[src/rtl/ring_tap_pkg.sv]
package ring_tap_pkg;

  typedef enum logic [1:0] {
    ST_PASS   = 2'd0,
    ST_REPEAT = 2'd1,
    ST_ACTIVE = 2'd2
  } tap_state_e;

  typedef enum logic [1:0] {
    RT_WIRE  = 2'd0,
    RT_DELAY = 2'd1,
    RT_OWN   = 2'd2
  } tap_route_e;

  // control -> datapath
  typedef struct packed {
    tap_route_e route;
    logic       loadFlag;
    logic       loadData;
    logic       shiftEn;
  } tap_strobe_t;

  // datapath -> control
  typedef struct packed {
    logic eopSeen;
    logic flagSeen;
    logic lastBit;
    logic curIsFlag;
  } tap_obs_t;

endpackage

[src/rtl/ring_tap_datapath.sv]
module ring_tap_datapath
  import ring_tap_pkg::*;
#(
  parameter int ByteW = 8
) (
  input  logic             clk,
  input  logic             rstN,
  input  logic             rxLine,
  input  logic [ByteW-1:0] txData,
  input  tap_strobe_t      strobe,
  output logic             txLine,
  output tap_obs_t         obs
);
  localparam int CntW = $clog2(ByteW);
  localparam logic [ByteW-1:0] FlagPat = {1'b0, {(ByteW-2){1'b1}}, 1'b0};
  localparam logic [ByteW-1:0] EopPat  = {1'b0, {(ByteW-1){1'b1}}};
  localparam logic [CntW-1:0]  LastCnt = CntW'(ByteW - 1);

  logic [ByteW-1:0] rxHist;
  logic             rxDly;
  logic [ByteW-1:0] txShift;
  logic [CntW-1:0]  bitCnt;
  logic             curFlag;

  // receive history, oldest bit in the MSB
  always_ff @(posedge clk or negedge rstN) begin
    if (!rstN) begin
      rxHist <= '0;
      rxDly  <= 1'b1;
    end else begin
      rxHist <= {rxHist[ByteW-2:0], rxLine};
      rxDly  <= rxLine;
    end
  end

  // stand-in transmitter, LSB first
  always_ff @(posedge clk or negedge rstN) begin
    if (!rstN) begin
      txShift <= '1;
      bitCnt  <= '0;
      curFlag <= 1'b0;
    end else if (strobe.loadFlag) begin
      txShift <= FlagPat;
      bitCnt  <= '0;
      curFlag <= 1'b1;
    end else if (strobe.loadData) begin
      txShift <= txData;
      bitCnt  <= '0;
      curFlag <= 1'b0;
    end else if (strobe.shiftEn) begin
      txShift <= {1'b1, txShift[ByteW-1:1]};
      bitCnt  <= bitCnt + 1'b1;
    end
  end

  always_comb begin
    obs.eopSeen   = (rxHist == EopPat);
    obs.flagSeen  = (rxHist == FlagPat);
    obs.lastBit   = (bitCnt == LastCnt);
    obs.curIsFlag = curFlag;
  end

  always_comb begin
    unique case (strobe.route)
      RT_DELAY: txLine = rxDly;
      RT_OWN:   txLine = txShift[0];
      default:  txLine = rxLine;
    endcase
  end

endmodule

[src/rtl/ring_tap_control.sv]
module ring_tap_control
  import ring_tap_pkg::*;
(
  input  logic        clk,
  input  logic        rstN,
  input  logic        loopEn,
  input  logic        pollGo,
  input  logic        txBufFull,
  input  tap_obs_t    obs,
  output tap_strobe_t strobe,
  output logic        onLoop,
  output logic        txActive
);
  tap_state_e state, stateNxt;
  logic       needFlag, needFlagNxt;

  always_ff @(posedge clk or negedge rstN) begin
    if (!rstN) begin
      state    <= ST_PASS;
      needFlag <= 1'b0;
    end else begin
      state    <= stateNxt;
      needFlag <= needFlagNxt;
    end
  end

  always_comb begin
    stateNxt    = state;
    needFlagNxt = needFlag;
    strobe      = '0;
    unique case (state)
      ST_REPEAT: strobe.route = RT_DELAY;
      ST_ACTIVE: strobe.route = RT_OWN;
      default:   strobe.route = RT_WIRE;
    endcase

    if (!loopEn) begin
      stateNxt    = ST_PASS;
      needFlagNxt = 1'b0;
    end else begin
      unique case (state)
        ST_PASS: begin
          if (pollGo && obs.eopSeen) stateNxt = ST_REPEAT;
        end
        ST_REPEAT: begin
          if (obs.flagSeen) needFlagNxt = 1'b0;
          if (pollGo && obs.eopSeen && !needFlag) begin
            stateNxt        = ST_ACTIVE;
            strobe.loadFlag = 1'b1;
          end
        end
        ST_ACTIVE: begin
          if (obs.lastBit) begin
            if (obs.curIsFlag && !pollGo) begin
              stateNxt    = ST_REPEAT;
              needFlagNxt = 1'b1;
            end else if (txBufFull) begin
              strobe.loadData = 1'b1;
            end else begin
              strobe.loadFlag = 1'b1;
            end
          end else begin
            strobe.shiftEn = 1'b1;
          end
        end
        default: stateNxt = ST_PASS;
      endcase
    end
  end

  assign onLoop   = (state != ST_PASS);
  assign txActive = (state == ST_ACTIVE);

endmodule

[src/rtl/ring_tap_ctrl.sv]
module ring_tap_ctrl
  import ring_tap_pkg::*;
#(
  parameter int ByteW = 8
) (
  input  logic             clk,
  input  logic             rstN,
  input  logic             loopEn,
  input  logic             pollGo,
  input  logic             txBufFull,
  input  logic [ByteW-1:0] txData,
  input  logic             rxLine,
  output logic             txLine,
  output logic             onLoop,
  output logic             txActive
);
  tap_strobe_t strobe;
  tap_obs_t    obs;

  ring_tap_control u_ctrl (
    .clk       (clk),
    .rstN      (rstN),
    .loopEn    (loopEn),
    .pollGo    (pollGo),
    .txBufFull (txBufFull),
    .obs       (obs),
    .strobe    (strobe),
    .onLoop    (onLoop),
    .txActive  (txActive)
  );

  ring_tap_datapath #(.ByteW(ByteW)) u_dp (
    .clk    (clk),
    .rstN   (rstN),
    .rxLine (rxLine),
    .txData (txData),
    .strobe (strobe),
    .txLine (txLine),
    .obs    (obs)
  );

endmodule

[config.mk]
export PLATFORM = sky130hd
export DESIGN_NAME = ring_tap_ctrl
export DESIGN_NICKNAME = d
export VERILOG_FILES = /design/src/rtl/ring_tap_pkg.sv /design/src/rtl/ring_tap_datapath.sv /design/src/rtl/ring_tap_control.sv /design/src/rtl/ring_tap_ctrl.sv
export SDC_FILE = /design/constraint.sdc
export NUM_CORES = 1
export LEC_CHECK = 0
export ABC_CLOCK_PERIOD_IN_PS = 2900
export CAP_MARGIN = 10
export CORE_MARGIN = 10
export CORE_UTILIZATION = 59
export CTS_BUF_LIST = sky130_fd_sc_hd__clkbuf_2
export DETAILED_ROUTE_END_ITERATION = 10
export PLACE_DENSITY = 0.86
export RECOVER_POWER = 25
export SKIP_CTS_REPAIR_TIMING = 1
export SLEW_MARGIN = 20
export SYNTH_ARGS = -nofsm -noshare
export SYNTH_HDL_FRONTEND = slang
export SYNTH_SLANG_ARGS = --single-unit
[constraint.sdc]
create_clock -name clk -period 2.9 [get_ports clk]
set_input_delay 0.58 -clock clk [delete_from_list [all_inputs] [get_ports clk]]
set_output_delay 0.58 -clock clk [all_outputs]
set_load 0.05 [all_outputs]
==> run metrics <==
outcome=finished, final reports clean; CP Data Arrival Time=approximately 2.1 ns; #FFs+latches synth=24; Peak Freq=0.376 GHz; skew final=0.00616 ns; detail-routed net length per standard cell=around 15 um; pin count of the biggest net entering global routing=22; Initial DRC Count=46; PD cells=537 nW/um^2; # diodes=0; Worst Path Required=between 2 and 2.5 ns; routability cong.=0.854; post-synthesis sequential area ratio=about half; Cell Rows=16; Congestion Overflow GR=0; Layout Nets=148; post-synthesis cell area=1180 um^2; Routed WL=2.38 mm; H-tree depth=1; first-pass GRT wire length=around 4.2 mm; unrepaired setup endpoints after global routing=false; Finish-stage setup viols=0; worst-path fanout max=9; Setup crit end=txActive; CTS clock-pin slew for the worst setup and hold paths=0.22 ns; setup TNS=0 ns; io pins=17; Mapped Avg Cell Area=approximately 11 um^2; Min-Delay Path Depth=0; Slew Limit Fails=0; IO Port Bufs=16; Crit Path Category=reg2out; Die X=64.7 um; total power=approximately 750 uW; CORE AREA=1920 um^2; clock root cell=clkbuf_2; CTS tree=yes; Max Cap Violations=0; DR vias=882; Worst Hold Class=reg2reg; Layout area overhead=18.7%; post-route clock period utilization=~90%; Least-Margin Pin Slew=0.912 ns; Routed Antenna Nets=0; GRT Overall Usage=12.0%; share of cells above drive strength 1=15.0%; DPL Wire Length=1.88 mm; antenna violations before repair=0; critical path launch point type=register; reg-to-reg endpoint=u_dp.txShift[4]$_DFFE_PN1P_; r2r setup slk=~0.94 ns; maximum root-to-sink buffer count=2; Starting Density=61.4%; Post-Syn Nets=129; fin crit period=2.66 ns; First-pass DRT Iterations=4; vias in the first global route=932; Register-to-Register Path Depth=6; clock net sink count=24; Synth cell types=33; die height=64.7 um; Reg-to-Reg Start=u_dp.bitCnt[0]$_DFFE_PN0P_; Slew headroom=39.0%; Worst setup EP type=output port; Clock Latency Late Sink=~0.32 ns; Remaining DRCs=0; Filler cells=153; worst setup path start=u_ctrl.state[0]$_DFFE_PN0P_; Die ar.=between 4000 and 5000 um^2; Syn Inst Count=109; P_leak=0.606 nW; maximum vdd ir drop=367 uV; CTS Buf Count=3; average via count per standard cell=5.73; Ys Warns=0; Final Hold Vio Count=0
[routing by layer]
layer  vias to the layer above  track usage [%]  part of all wire, %
met3                         0             2.58                  2.7
met4                         0             2.41                    0
met5                         -                0                    0
li1                        434                -                    -
met2                        11             20.7                   52
met1                       437             14.9                   45
[layout make-up]
type	count	area, um^2	area share [%]
flip-flops and latches	24	612	43.7
inverters	6	22.5	1.61
multi-input cells	75	514	36.7
repair buffers	18	173	12.3
well taps	27	33.8	2.41
clock inverters	1	30.0	2.14
clock buffers	3	15.0	1.07
[state kept, by name (all words and copies together) (netlist names)]
name,flops
u_ctrl.needFlag,1
u_ctrl.state,2
u_dp.bitCnt,3
u_dp.curFlag,1
u_dp.rxDly,1
u_dp.rxHist,8
u_dp.txShift,8
[where the power goes]
group	internal, mW	switching [mW]
Sequential	0.356	0.0111
Combinational	0.0651	0.103
Clock	0.119	0.0975
Total	0.540	0.211
[logic make-up after synthesis]
family                   synth area share, %
flip-flops                              51.9
XOR/XNOR                               0.742
AND/OR/NAND/NOR                         16.9
buffers and inverters                   4.56
AO/OA/AOI/OAI                           17.9
adder cells (fa/ha/maj)                 6.36
multiplexers                            1.70
[worst min-delay path by stage]
stage	startpoint	to	slack (ns)
2_1_floorplan	rstN	u_ctrl.needFlag$_DFFE_PN0P_	0.28
3_3_place_gp	u_dp.rxHist[1]$_DFF_PN0_	u_dp.rxHist[2]$_DFF_PN0_	0.36
3_5_place_dp	u_dp.rxHist[5]$_DFF_PN0_	u_dp.rxHist[6]$_DFF_PN0_	0.36
4_1_cts	u_dp.rxHist[5]$_DFF_PN0_	u_dp.rxHist[6]$_DFF_PN0_	0.41
5_1_grt	u_dp.rxHist[5]$_DFF_PN0_	u_dp.rxHist[6]$_DFF_PN0_	0.43
6_report	u_dp.rxHist[5]$_DFF_PN0_	u_dp.rxHist[6]$_DFF_PN0_	0.41
[synthesized netlist by cell type, drive strengths merged]
master	count	area, um^2
a211o	1	8.76
a211oi	7	52.6
a21bo	1	10.0
a21o	1	7.51
a21oi	2	10.0
a22oi	4	30.0
a311oi	1	8.76
a32o	1	11.3
and3	6	37.5
and4	3	28.8
buf	3	27.5
clkbuf	1	3.75
dfrtp	15	375
dfstp	9	236
ha	6	75.1
inv	6	22.5
mux2i	2	20.0
nand2	4	15.0
nand2b	2	12.5
nand3	2	10.0
nand3b	1	7.51
nand4	1	6.26
nand4b	1	8.76
nor2	12	45.0
nor2b	1	6.26
nor3	3	15.0
nor4	1	6.26
o21ai	3	15.0
o21bai	6	45.0
o22ai	2	12.5
xnor2	1	8.76
[critical path: stages (launching register included)]
cell and delay, ns:
dfrtp_1 0.45, inv_1 0.10, ha_1 0.33, clkdlybuf4s50_1 0.87
[cell usage in the layout, fill, tap and decap left out, types with 2 or more instances in the layout]
| cell type | synthesis | layout |
|---|---|---|
| nor3_1 | 3 | 3 |
| ha_1 | 6 | 6 |
| nor2_1 | 12 | 12 |
| dfrtp_1 | 15 | 15 |
| o21bai_1 | 6 | 6 |
| nand2_1 | 4 | 4 |
| o21ai_0 | 3 | 3 |
| a22oi_1 | 4 | 4 |
| and3_1 | 6 | 6 |
| dfstp_2 | 9 | 9 |
| a211oi_1 | 7 | 7 |
| a21oi_1 | 2 | 2 |
| inv_1 | 6 | 6 |
| and4_1 | 2 | 2 |
| clkdlybuf4s50_1 | 0 | 13 |
| nand3_1 | 2 | 2 |
| mux2i_1 | 2 | 2 |
| buf_4 | 0 | 3 |
| clkbuf_2 | 0 | 3 |
| dlygate4sd3_1 | 0 | 2 |
| o22ai_1 | 2 | 2 |
| nand2b_1 | 2 | 2 |
[metrics by stage]
step	instance area (um^2)	hold WS (ns)	instances	utilization, %	setup slack (ns)
after floorplan	1180	0.284	109	-	0.267
after global placement	1360	0.362	150	70.5	0.667
final	1400	0.407	154	72.9	0.243
after global routing	1400	0.431	154	72.9	0.129
after CTS	1400	0.411	154	72.9	0.221
after detailed placement	1360	0.364	150	70.5	0.613
No activity file was read; power rests on OpenSTA's default activity.
